`src/rtl/spi_status_pkg.sv`:
```
package spi_status_pkg;

    typedef enum logic [2:0] {
        ST_RESET = 3'd0,
        ST_SLEEP = 3'd1,
        ST_SETUP = 3'd2,
        ST_BUSY  = 3'd3,
        ST_ERROR = 3'd4
    } spi_state_e;

    localparam logic [1:0] ADDR_CTRL = 2'd0;
    localparam logic [1:0] ADDR_DATA = 2'd1;
    localparam logic [1:0] ADDR_STAT = 2'd2;

endpackage

```
`src/rtl/spi_mode_fsm.sv`:
```
module spi_mode_fsm
    import spi_status_pkg::*;
(
    input  logic       clk,
    input  logic       rst_n,
    input  logic       wr_ctrl,
    input  logic       wr_data,
    input  logic       en_bit,
    input  logic       done,
    output spi_state_e state,
    output logic       start,
    output logic       abort,
    output logic       reinit
);

    spi_state_e st_d, st_q;

    always_comb begin
        st_d  = st_q;
        start = 1'b0;
        abort = 1'b0;
        case (st_q)
            ST_RESET: st_d = ST_SLEEP;
            ST_SLEEP: begin
                if (wr_ctrl && en_bit) st_d = ST_SETUP;
            end
            ST_SETUP: begin
                if (wr_ctrl && !en_bit) begin
                    st_d = ST_SLEEP;
                end else if (wr_data) begin
                    st_d  = ST_BUSY;
                    start = 1'b1;
                end
            end
            ST_BUSY: begin
                // a prohibited access outranks a normal end in the same cycle
                if (wr_ctrl || wr_data) begin
                    st_d  = ST_ERROR;
                    abort = 1'b1;
                end else if (done) begin
                    st_d = ST_SETUP;
                end
            end
            ST_ERROR: begin
                if (wr_ctrl && !en_bit) st_d = ST_SLEEP;
            end
            default: st_d = ST_SLEEP;
        endcase
        reinit = ((st_d == ST_SETUP) && (st_q != ST_SETUP)) ||
                 ((st_q == ST_ERROR) && (st_d != ST_ERROR));
    end

    always_ff @(posedge clk or negedge rst_n) begin
        if (!rst_n) st_q <= ST_RESET;
        else        st_q <= st_d;
    end

    assign state = st_q;

endmodule

```
`src/rtl/spi_half_tick.sv`:
```
module spi_half_tick #(
    parameter int DIV_W = 6
) (
    input  logic             clk,
    input  logic             rst_n,
    input  logic             run,
    input  logic             clear,
    input  logic [DIV_W-1:0] div,
    output logic             tick
);

    logic [DIV_W-1:0] cnt_d, cnt_q;

    always_comb begin
        tick = run && (cnt_q == div);
        if (!run || clear || tick) cnt_d = '0;
        else                       cnt_d = cnt_q + 1'b1;
    end

    always_ff @(posedge clk or negedge rst_n) begin
        if (!rst_n) cnt_q <= '0;
        else        cnt_q <= cnt_d;
    end

endmodule

```
`src/rtl/spi_bit_engine.sv`:
```
module spi_bit_engine #(
    parameter int DATA_W = 8
) (
    input  logic              clk,
    input  logic              rst_n,
    input  logic              run,
    input  logic              tick,
    input  logic              start,
    input  logic              clear,
    input  logic [DATA_W-1:0] tx_in,
    input  logic              miso,
    output logic              sclk,
    output logic              mosi,
    output logic [DATA_W-1:0] rx,
    output logic              done
);

    localparam int BIT_W = $clog2(DATA_W);
    localparam logic [BIT_W-1:0] LAST_BIT = BIT_W'(DATA_W - 1);

    typedef struct packed {
        logic [DATA_W-1:0] tx;
        logic [DATA_W-1:0] rx;
        logic [BIT_W-1:0]  bitcnt;
        logic              sclk;
    } eng_t;

    eng_t e_d, e_q;

    always_comb begin
        done = run && tick && e_q.sclk && (e_q.bitcnt == LAST_BIT);
        e_d  = e_q;
        if (clear) begin
            e_d = '0;
        end else if (start) begin
            e_d    = '0;
            e_d.tx = tx_in;
        end else if (run && tick) begin
            if (!e_q.sclk) begin
                e_d.sclk = 1'b1;
                e_d.rx   = {e_q.rx[DATA_W-2:0], miso};
            end else begin
                e_d.sclk = 1'b0;
                if (e_q.bitcnt != LAST_BIT) begin
                    e_d.tx     = {e_q.tx[DATA_W-2:0], 1'b0};
                    e_d.bitcnt = e_q.bitcnt + 1'b1;
                end
            end
        end
    end

    always_ff @(posedge clk or negedge rst_n) begin
        if (!rst_n) e_q <= '0;
        else        e_q <= e_d;
    end

    assign sclk = e_q.sclk;
    assign mosi = run && e_q.tx[DATA_W-1];
    assign rx   = e_q.rx;

endmodule

```
`src/rtl/spi_status_master.sv`:
```
module spi_status_master
    import spi_status_pkg::*;
#(
    parameter int DATA_W = 8
) (
    input  logic              clk,
    input  logic              rst_n,
    input  logic              reg_wr,
    input  logic [1:0]        reg_addr,
    input  logic [DATA_W-1:0] reg_wdata,
    output logic [DATA_W-1:0] reg_rdata,
    output logic              irq,
    output logic              spi_sclk,
    output logic              spi_cs_n,
    output logic              spi_mosi,
    input  logic              spi_miso
);

    localparam int DIV_W = DATA_W - 2;

    typedef struct packed {
        logic              irq_en;
        logic [DIV_W-1:0]  div;
        logic [DATA_W-1:0] rx;
        logic              irq_flag;
    } regs_t;

    regs_t regs_d, regs_q;

    spi_state_e        cur_state;
    logic              wr_ctrl, wr_data, wr_stat;
    logic              start, abort, reinit, done, tick, run;
    logic              flag_en, flag_busy, flag_err, irq_flag;
    logic [DATA_W-1:0] eng_rx;

    assign wr_ctrl = reg_wr && (reg_addr == ADDR_CTRL);
    assign wr_data = reg_wr && (reg_addr == ADDR_DATA);
    assign wr_stat = reg_wr && (reg_addr == ADDR_STAT);

    spi_mode_fsm u_fsm (
        .clk     (clk),
        .rst_n   (rst_n),
        .wr_ctrl (wr_ctrl),
        .wr_data (wr_data),
        .en_bit  (reg_wdata[0]),
        .done    (done),
        .state   (cur_state),
        .start   (start),
        .abort   (abort),
        .reinit  (reinit)
    );

    assign run = (cur_state == ST_BUSY);

    spi_half_tick #(.DIV_W(DIV_W)) u_tick (
        .clk   (clk),
        .rst_n (rst_n),
        .run   (run),
        .clear (abort || reinit),
        .div   (regs_q.div),
        .tick  (tick)
    );

    spi_bit_engine #(.DATA_W(DATA_W)) u_eng (
        .clk   (clk),
        .rst_n (rst_n),
        .run   (run),
        .tick  (tick),
        .start (start),
        .clear (abort || reinit),
        .tx_in (reg_wdata),
        .miso  (spi_miso),
        .sclk  (spi_sclk),
        .mosi  (spi_mosi),
        .rx    (eng_rx),
        .done  (done)
    );

    always_comb begin
        regs_d = regs_q;
        if (wr_ctrl && !abort) begin
            regs_d.irq_en = reg_wdata[1];
            regs_d.div    = reg_wdata[DATA_W-1:2];
        end
        if (wr_stat && reg_wdata[3]) regs_d.irq_flag = 1'b0;
        if (done && !abort) begin
            regs_d.rx       = eng_rx;
            regs_d.irq_flag = 1'b1;
        end
    end

    always_ff @(posedge clk or negedge rst_n) begin
        if (!rst_n) regs_q <= '0;
        else        regs_q <= regs_d;
    end

    assign flag_en   = (cur_state == ST_SETUP) || (cur_state == ST_BUSY) ||
                       (cur_state == ST_ERROR);
    assign flag_busy = (cur_state == ST_BUSY);
    assign flag_err  = (cur_state == ST_ERROR);
    assign irq_flag  = regs_q.irq_flag;

    always_comb begin
        reg_rdata = '0;
        case (reg_addr)
            ADDR_CTRL: reg_rdata = {regs_q.div, regs_q.irq_en, flag_en};
            ADDR_DATA: reg_rdata = regs_q.rx;
            ADDR_STAT: reg_rdata[3:0] = {irq_flag, flag_err, flag_busy, flag_en};
            default:   reg_rdata = '0;
        endcase
    end

    assign irq      = irq_flag && regs_q.irq_en;
    assign spi_cs_n = !flag_busy;

endmodule

```
`config.mk`:
```
export PLATFORM = sky130hd
export DESIGN_NAME = spi_status_master
export DESIGN_NICKNAME = d
export VERILOG_FILES = /design/src/rtl/spi_status_pkg.sv /design/src/rtl/spi_mode_fsm.sv /design/src/rtl/spi_half_tick.sv /design/src/rtl/spi_bit_engine.sv /design/src/rtl/spi_status_master.sv
export SDC_FILE = /design/constraint.sdc
export NUM_CORES = 1
export LEC_CHECK = 0
export ABC_AREA = 1
export CAP_MARGIN = 20
export CORE_MARGIN = 2
export CORE_UTILIZATION = 45
export CTS_CLUSTER_DIAMETER = 200
export DETAILED_ROUTE_END_ITERATION = 10
export PLACE_DENSITY = 0.65
export SYNTH_ARGS = -nofsm -noshare
export SYNTH_HDL_FRONTEND = slang
export SYNTH_SLANG_ARGS = --single-unit
```
`constraint.sdc`:
```
create_clock -name clk -period 2.85 [get_ports clk]
set_input_delay 0.57 -clock clk [delete_from_list [all_inputs] [get_ports clk]]
set_output_delay 0.57 -clock clk [all_outputs]
set_load 0.005 [all_outputs]
```
== Word level (Yosys, flattened, before mapping) ==
Cells that the tools add are included.

* Reduce and logical (&&, ||, !) cells: 33
* $add $sub $neg: 2
* Mux-type cells: 26
* Eq/ne operators: 13

{| class="wikitable"
|+ Operators with widths
! operator !! number
|-
| 20-bit two-way mux || 3
|-
| 3-bit two-way mux || 8
|-
| 8-bit two-way mux || 3
|-
| 1-bit logical AND || 16
|-
| 3-bit one-hot mux with 4 select lines || 1
|-
| 4-bit one-hot mux with 3 select lines || 1
|-
| 3-bit by 2-bit == test with 1-bit output, second input constant || 3
|-
| 3-bit != test, second input constant || 3
|-
| 3-bit nonzero test || 3
|-
| 1-bit two-way mux || 8
|-
| 4-bit one-hot mux with 2 select lines || 1
|-
| 1-bit logical OR || 7
|-
| 6-bit by 1-bit adder with 6-bit output, second input constant || 1
|-
| 3-bit == test, second input constant || 2
|-
| 6-bit == test || 1
|-
| 6-bit two-way mux || 1
|-
| 3-bit by 1-bit adder with 3-bit output, second input constant || 1
|-
| 3-bit by 1-bit == test with 1-bit output, second input constant || 1
|-
| 1-bit zero test || 3
|-
| 3-bit by 2-bit != test with 1-bit output, second input constant || 1
|-
| 3-bit AND reduction || 1
|-
| 2-bit by 1-bit == test with 1-bit output, second input constant || 1
|-
| 2-bit == test, second input constant || 1
|-
| 2-bit zero test || 1
|-
| 2 further kinds || 2
|}

* Logic and storage cells: 84
* Output and inout bits: 12
* Flip-flop bits (word level): 45

== Depth between registers and ports, before layout ==
Gate-level depths: netlist (run 1).

* Depth in word-level cells: 15
* Depth in mapped cells: 12
* Depth with buffers taken out: 12

== By module ==
From an unflattened synthesis (run 1), not the netlist that was laid out.

* Cells, all modules: 367
* Area, all modules: 2616.3 sq um

{| class="wikitable"
|+ Modules (own cells, without submodules)
! module !! cells each !! sequential area each (sq um) !! area each (sq um) !! times used
|-
| spi_bit_engine || 135 || 500.5 || 1063.5 || 1
|-
| spi_status_master || 117 || 400.4 || 852.1 || 1
|-
| spi_half_tick || 71 || 150.1 || 435.4 || 1
|-
| spi_mode_fsm || 44 || 75.1 || 265.3 || 1
|}

== Worst setup path before layout (run 1) ==
OpenSTA, ideal clock, no wires.

* Path type: input port to flip-flop
* Start point: input reg_addr[0]
* End point: register u_eng.e_q[16] (netlist bit)
* Setup slack: 1069 ps
* Stages: 9
* Library setup time: 122 ps
* Data required time: 2728 ps
* Arrival time: 1659 ps
* Path through: nor2_2 > nand2_1 > nor2_2 > o21ai_2 > nor2_1 > nand3_2 > buf_2 > o2111ai_1 > nand2_1

* Cells in the longest elaborated chain, start to end: 11
* Elaborated cells between the ends (all ways): 30

{| class="wikitable"
|+ RTL lines
! item !! RTL line !! text
|-
| from (decl) || spi_status_master.sv:9 || <nowiki>input logic [1:0] reg_addr,</nowiki>
|-
| 2-bit by 1-bit == test with 1-bit output or 2-bit zero test (tied branches) || spi_status_master.sv:37, spi_status_master.sv:36 ||
|-
| 1-bit logical AND (on tied branches) || spi_status_master.sv:37, spi_status_master.sv:36 ||
|-
| 3-bit two-way mux (tied with other cells) || spi_mode_fsm.sv:30 || <nowiki>end else if (wr_data) begin</nowiki>
|-
| 3-bit two-way mux (on tied branches) || n/a ||
|-
| 3-bit one-hot mux with 4 select lines (*) || spi_mode_fsm.sv:22 || <nowiki>case (st_q)</nowiki>
|-
| via u_fsm.st_d[2] || spi_mode_fsm.sv:16 || <nowiki>spi_state_e st_d, st_q;</nowiki>
|-
| 3-bit by 2-bit == test with 1-bit output or 3-bit != test (tied branches) || spi_mode_fsm.sv:49, spi_mode_fsm.sv:50 ||
|-
| 1-bit logical AND (on tied branches) || spi_mode_fsm.sv:49, spi_mode_fsm.sv:50 ||
|-
| 1-bit logical OR (*) || spi_mode_fsm.sv:49 || <nowiki>reinit = ((st_d == ST_SETUP) && (st_q != ST_SETUP)) ||</nowiki>
|-
| 1-bit logical OR (*) || spi_status_master.sv:70 || <nowiki>.clear (abort || reinit),</nowiki>
|-
| 3-bit nonzero test (no source line) || n/a ||
|-
| 3-bit AND reduction (no source line) || n/a ||
|-
| to (signal assigned) || spi_bit_engine.sv:53 || <nowiki>if (!rst_n) e_q <= '0;</nowiki>
|-
| to (signal assigned) || spi_bit_engine.sv:54 || <nowiki>else e_q <= e_d;</nowiki>
|-
| to (decl) || spi_bit_engine.sv:28 || <nowiki>eng_t e_d, e_q;</nowiki>
|}

The timed path passes the listed nets; every way through them passes the cells marked *.
A chain may end at the register's enable or synchronous reset.

== Worst setup path after layout (run 1) ==
* Start point: input reg_addr[0]
* End point: output reg_rdata[3]

* Cells in the longest elaborated chain, start to end: 2
* Elaborated cells between the ends (all ways): 4

{| class="wikitable"
|+ RTL lines
! item !! RTL line !! text
|-
| 2-bit == test (tied with other cells) || spi_status_master.sv:105 || <nowiki>case (reg_addr)</nowiki>
|-
| 4-bit one-hot mux with 3 select lines (*) || spi_status_master.sv:105 ||
|-
| to (decl) || spi_status_master.sv:11 || <nowiki>output logic [DATA_W-1:0] reg_rdata,</nowiki>
|}

Mark *: on every way between the ends. The rest lies on a longest branch, timed or not.

==> results of run 1 <==
-- how the worst max path moves through the flow --
stage / start / to / slack [ps] / cells past startpoint
floorplan: reg_addr[0] / u_eng.e_q[16]$_DFFE_PN0P_ / 1070 / 9
global placement: reg_addr[0] / reg_rdata[2] / 80 / 5
detailed placement: reg_addr[0] / reg_rdata[2] / 70 / 5
CTS: reg_addr[0] / reg_rdata[2] / 60 / 5
global route: reg_addr[0] / reg_rdata[2] / 30 / 5
finish: reg_addr[0] / reg_rdata[3] / 120 / 6
-- placed cells by master (no fill, tap or decap), drive strengths merged, types with 2 or more instances in the layout --
master / netlist / routed
a21oi: 7 / 7
buf: 8 / 7
clkbuf: 1 / 7
clkdlybuf4s50: 0 / 23
dfrtp: 45 / 45
ha: 3 / 3
inv: 37 / 37
mux2: 4 / 4
nand2: 106 / 106
nand3: 12 / 12
nor2: 41 / 41
nor3: 3 / 3
nor3b: 2 / 2
o2111ai: 13 / 13
o21ai: 16 / 16
o221ai: 2 / 2
xnor2: 2 / 2
xor2: 3 / 3
-- cell families (layout without fill, tap and decap cells) --
kind of cell             Yosys count  count (layout)
AO/OA/AOI/OAI                     42              42
AND/OR/NAND/NOR                  167             167
buffers and inverters             46              76
XOR/XNOR                           5               5
multiplexers                       4               4
flip-flops                        45              45
adder cells (fa/ha/maj)            3               3
-- final cells by class --
type                       instances  area share (%)
clock inverter                     1           1.030
multi-input combinational        221           39.57
timing repair buffer              31           10.04
sequential                        45           38.63
clock buffer                       7           2.961
tap                               70           3.004
inverter                          37           4.764
-- layer usage --
metal  up-vias  routed length (um)  global-route usage, %
li1       1067                   -                      -
met3         5                 168                  4.186
met4         0                  50                  5.263
met1       938                2768                  27.77
met2        26                2611                  33.10
met5         -                   0                      0
-- power by group through the flow --
stage | combinational, mW | sequential [mW] | clock (mW)
after CTS | 0.572 | 0.743 | 0.518
after global placement | 0.568 | 0.756 | 0
final | 0.570 | 0.743 | 0.511
after global routing | 0.632 | 0.750 | 0.549
after floorplan | 0.386 | 0.740 | 0
after detailed placement | 0.571 | 0.756 | 0
-- flip-flops by register name (all words and copies together) (netlist names) --
name / count
regs_q: 15
u_eng.rx: 8
u_eng.e_q: 11
u_tick.cnt_q: 6
u_eng.sclk: 1
irq_flag: 1
u_fsm.state: 3
-- through the flow --
stage / cells / area, sq um / utilization [%] / total power, mW
after detailed placement: 404 / 2791 / 53.63 / 1.327
final: 412 / 2915 / 56.01 / 1.824
after global routing: 412 / 2915 / 56.01 / 1.931
after global placement: 404 / 2791 / 53.63 / 1.324
after floorplan: 312 / 2460 / - / 1.126
after CTS: 412 / 2908 / 55.87 / 1.833
-- repair_timing --
action | CTS | global route
endpoints found under the hold margin | 0 | 0
buffers inserted | 0 | 0
endpoints found under the setup margin | 0 | 1
gates resized for setup | 0 | 2
==> results.json, run 1 <==
{
  "status": "finished clean",
  "period_share_pct": 95.95,
  "crit_path_max_fanout": 10,
  "synth.most_common_cell": "nand2_1",
  "synth_xor_area_share_pct": 1.780,
  "power.share.sequential_pct": 40.7,
  "multi_input_area_sq_um": 1154,
  "synth.area.mux_share_pct": 1.831,
  "drc": 0,
  "ys_seq_elements": 45,
  "cts_tree": "yes",
  "die_y_um": 77.94,
  "crit_family": "buffers and inverters",
  "async_reset_ff_share_pct": 100.0,
  "cp_num_buf_inv": 3,
  "synth_top_flop_cell": "dfrtp_1",
  "cp.arrival_ps": 2160,
  "yosys.area.top_type": "dfrtp_1",
  "drv_slew": 0,
  "die_x_um": 77.94,
  "clkPwrFrac_pct": 28.0,
  "critical_path_class": "in -> out",
  "slowest_delay_ps": 570,
  "drtAntennaViolNets": 0,
  "drv_cap": 0,
  "period_needed_ps": 2735,
  "synth_edf_count": 0,
  "numCtsBuffers": 5,
  "postCtsHoldBufs": 0,
  "layout_setup_ws_ps": 115.4,
  "vias": 2036,
  "start_util_pct": 47.26,
  "post-place-ws_ps": 73.63,
  "rows": 26,
  "io_pins": 26,
  "ys_top_cells_by_count": "nand2_1 (104), dfrtp_1 (45), nor2_1 (35)",
  "clock-sinks": 45,
  "swShare_pct": 35.26,
  "synth_compound_area_share_pct": 11.44,
  "grt_max_degree": 28,
  "cts_root_buf": "clkbuf_8",
  "powerDensity_nw_per_um2": 625.8,
  "combPwrFrac_pct": 31.3,
  "grtUsageTotal_pct": 20.33,
  "cp_common_cell": "clkdlybuf4s50_1",
  "synthesis.nets": 329,
  "gp_congestion": 0.8869,
  "yosys.area_share.simple_pct": 30.11,
  "ys_seq_area_share_pct": 45.78,
  "overflow": 0,
  "antenna_found_initial": 0,
  "cts_buffer_depth": 2,
  "drtIter0Drc": 74,
  "path_clk_slew_ps": 90,
  "max_slew_margin_pct": 69.98,
  "final_nets": 358,
  "diodes": 0,
  "r2r_cells": 12,
  "hold_ws_ps": 201.5,
  "tightest_slew_ps": 450.2,
  "ir_drop_mv": 0.3409,
  "core_sq_um": 5205,
  "drive_above_1_share_pct": 10.53,
  "seqCellArea_sq_um": 1126,
  "report.final.setup_viol": 0,
  "hold_viol_final": 0,
  "finalSetupTns_ps": 0,
  "avgSynthCellArea_sq_um": 7.884,
  "synth_fa_ha_area_share_pct": 1.526,
  "synth_top_cells_by_area": "dfrtp_1 (46%), nand2_1 (16%), nor2_1 (5.3%)",
  "critical_path_required_ps": 2280,
  "start_kind": "input port",
  "cts-htree-levels": 2,
  "grt_first_pass_wirelength_mm": 9.577,
  "fp.dieArea_sq_um": 6074,
  "worstPathCellList": "clkdlybuf4s50_1 -> inv_2 -> nor2_4 -> nand2_1 -> o211ai_1 -> clkdlybuf4s50_1",
  "yosys_warnings": 0,
  "rr_startpoint": "u_fsm.state[2]$_DFF_PN0_",
  "post-dp-hpwl_mm": 4.282,
  "clock_latency_ps": 300,
  "via_per_inst": 4.942,
  "p_leak_nw": 1.449,
  "fmax_mhz": 365.7,
  "fin_skew_ps": 4.327,
  "cpMaxStageDelayCell": "clkdlybuf4s50_1",
  "postSynthCellCount": 312,
  "n_fill_cell": 489,
  "drt_first_pass_iters": 4,
  "routed_wirelength_mm": 5.598,
  "ys_types": 35,
  "p_switching_uw": 643.2,
  "r2r-end": "u_eng.rx[7]$_DFFE_PN0P_",
  "grt_pass1_vias": 1982,
  "r2r_setup_slack_ps": 890,
  "routedWlPerCell_um": 13.59,
  "rsz0062_at_grt": "no",
  "synth_top_family_by_area": "simple AND/OR/NAND/NOR gates",
  "internal_power_mw": 1.181,
  "critPathCaptureType": "output port",
  "hold_class": "in -> async",
  "areaGrowthSynthToFinish_pct": 18.51,
  "synthesis.area_sq_um": 2460,
  "io_buffers": 25,
  "synth_top_cell_area_share_pct": 45.78
}
No activity file was read; power rests on OpenSTA's default activity.
==> run 2, diff against run 1 <==
--- a/config.mk
+++ b/config.mk
@@ -11,7 +11,9 @@
 export CORE_UTILIZATION = 45
 export CTS_CLUSTER_DIAMETER = 200
 export DETAILED_ROUTE_END_ITERATION = 10
-export PLACE_DENSITY = 0.65
+export DONT_BUFFER_PORTS = 1
+export MAX_ROUTING_LAYER = met4
+export PLACE_DENSITY = 0.59
 export SYNTH_ARGS = -nofsm -noshare
 export SYNTH_HDL_FRONTEND = slang
 export SYNTH_SLANG_ARGS = --single-unit
==> run 2 against run 1 <==
Compared with the run above:
- maximum frequency rose by 29%
- critical path depth increased by 2
- worst setup slack better by 620 ps
- sequential power about the same
- combinational power is 14% lower
- clock power fell by 8.2%
- clock-buffer cell count decreased by 2
- die area stayed put
- largest cell class unchanged
- flip-flop and latch count unchanged
- sequential share of layout area increased by 3.9 points
- power shrank 6.5%
- first-iteration DRC count increased by 92%
==> results.json, run 2 (synthesis gave the netlist of run 1 again) <==
{
  "drtIter0Drc": 142,
  "powerDensity_nw_per_um2": 644.2,
  "regMostFlops": "regs_q",
  "power.share.sequential_pct": 43.7,
  "hold_class": "in -> async",
  "p_switching_uw": 617.1,
  "cts_tree": "yes",
  "cpMaxStageDelayCell": "dfrtp_1",
  "cp.arrival_ps": 2300,
  "period_share_pct": 74.25,
  "critical_path_class": "reg -> reg",
  "via_per_inst": 5.157,
  "clkPwrFrac_pct": 27.5,
  "grtUsageTotal_pct": 20.71,
  "postCtsHoldBufs": 1,
  "drt_first_pass_iters": 6,
  "grt_max_degree": 46,
  "grt_pass1_vias": 1923,
  "clock-sinks": 45,
  "crit_family": "simple AND/OR/NAND/NOR gates",
  "cp_common_cell": "nand2_1",
  "start_util_pct": 47.26,
  "die_x_um": 77.94,
  "max_slew_margin_pct": 61.31,
  "n_fill_cell": 518,
  "internal_power_mw": 1.088,
  "drtAntennaViolNets": 0,
  "placedCellCount": 375,
  "worstPathCellList": "inv_1 -> nand2_1 -> nand2_1 -> nor2_1 -> nand2_1 -> nor2_1 -> nand3_1 -> mux2_2",
  "swShare_pct": 36.18,
  "crit_path_max_fanout": 15,
  "hold_viol_final": 0,
  "io_pins": 26,
  "period_needed_ps": 2116,
  "rows": 26,
  "routedWlPerCell_um": 14.95,
  "routed_wirelength_mm": 5.726,
  "drive_above_1_share_pct": 10.22,
  "drv_cap": 0,
  "r2r_setup_slack_ps": 730,
  "rr_startpoint": "u_tick.cnt_q[0]$_DFF_PN0_",
  "status": "finished clean",
  "drc": 0,
  "fin_area_sq_um": 2648,
  "final_nets": 330,
  "combPwrFrac_pct": 28.8,
  "final_cell_mix": "nand2_1 (104), dfrtp_1 (45), nor2_1 (35)",
  "start_kind": "register",
  "drv_slew": 0,
  "post-dp-hpwl_mm": 4.215,
  "largest_reg_flops": 15,
  "rsz0062_at_grt": "no",
  "io_buffers": 0,
  "grt_first_pass_wirelength_mm": 9.535,
  "cts_buffer_depth": 2,
  "finalSetupTns_ps": 0,
  "postCtsSetupRepairBufs": 0,
  "fin_skew_ps": 7.277,
  "r2r_cells": 8,
  "p_leak_nw": 1.336,
  "final_common_cell": "nand2_1",
  "cp_num_buf_inv": 1,
  "numCtsBuffers": 5,
  "areaGrowthSynthToFinish_pct": 7.630,
  "instances_no_fill": 383,
  "r2r-end": "regs_q[6]$_DFFE_PN0P_",
  "vias": 1975,
  "die_y_um": 77.94,
  "post_cts_resized": 0,
  "crit_cells": 8,
  "ir_drop_mv": 0.4239,
  "gp_congestion": 0.8208,
  "cts_root_buf": "clkbuf_8",
  "cts-htree-levels": 2,
  "overflow": 0,
  "fmax_mhz": 472.6,
  "slowest_delay_ps": 440,
  "fp.dieArea_sq_um": 6074,
  "clock_latency_ps": 300,
  "core_sq_um": 5205,
  "placed_cell_area_sq_um": 2516,
  "path_clk_slew_ps": 90,
  "antenna_found_initial": 0,
  "tightest_slew_ps": 578.7,
  "critPathCaptureType": "register",
  "diodes": 0,
  "report.final.setup_viol": 0,
  "critical_path_required_ps": 3040
}
run 2: cell types whose count changed in the layout (fill, tap and decap cells not counted), sizes merged:
cell,previous run,this run
clkdlybuf4s50,23,0
buf,7,3
clkbuf,7,5
dlymetal6s2s,1,0
clkinv,0,1
run 2: per-stage QoR:
step / utilization [%] / power [mW] / setup slack, ps / hold slack (ps)
finish: 50.87 / 1.706 / 733.8 / 111.4
CTS: 50.87 / 1.723 / 722.8 / 118.4
global route: 50.87 / 1.823 / 552.6 / 113.7
global placement: 48.34 / 1.231 / 679.0 / 275.3
floorplan: - / 1.126 / 1069 / 274.4
detailed placement: 48.34 / 1.234 / 616.2 / 275.5
run 2: power by group through the flow:
stage | logic, mW | registers, mW | clock network [mW]
final | 0.491 | 0.746 | 0.469
after global routing | 0.554 | 0.754 | 0.515
after CTS | 0.495 | 0.745 | 0.483
after detailed placement | 0.476 | 0.758 | 0
after global placement | 0.474 | 0.757 | 0
after floorplan | 0.386 | 0.740 | 0
run 2: final cells by class:
type | count | area (sq um) | area share (%)
Clock buffer | 5 | 68.82 | 2.599
Clock inverter | 2 | 35.03 | 1.323
Inverter | 37 | 138.9 | 5.246
Multi-Input combinational cell | 221 | 1149 | 43.38
Sequential cell | 45 | 1126 | 42.53
Tap cell | 70 | 87.58 | 3.308
Timing Repair Buffer | 3 | 42.54 | 1.607
run 2: worst max path at each step:
stage	slack (ps)	start	endpoint
after global placement	680	reg_addr[0]	u_eng.e_q[19]$_DFFE_PN0P_
after CTS	720	u_tick.cnt_q[0]$_DFF_PN0_	regs_q[8]$_DFFE_PN0P_
after floorplan	1070	reg_addr[0]	u_eng.e_q[16]$_DFFE_PN0P_
final	730	u_tick.cnt_q[0]$_DFF_PN0_	regs_q[6]$_DFFE_PN0P_
after global routing	550	u_tick.cnt_q[0]$_DFF_PN0_	regs_q[6]$_DFFE_PN0P_
after detailed placement	620	reg_addr[0]	u_eng.e_q[12]$_DFFE_PN0P_
run 2: routing by layer:
metal,vias up,GRT usage [%],share of wire (%)
li1,1002,-,-
met1,929,27.64,47
met2,37,32.76,47
met3,7,4.302,4.9
met4,0,4.737,1.0
met5,-,-,0
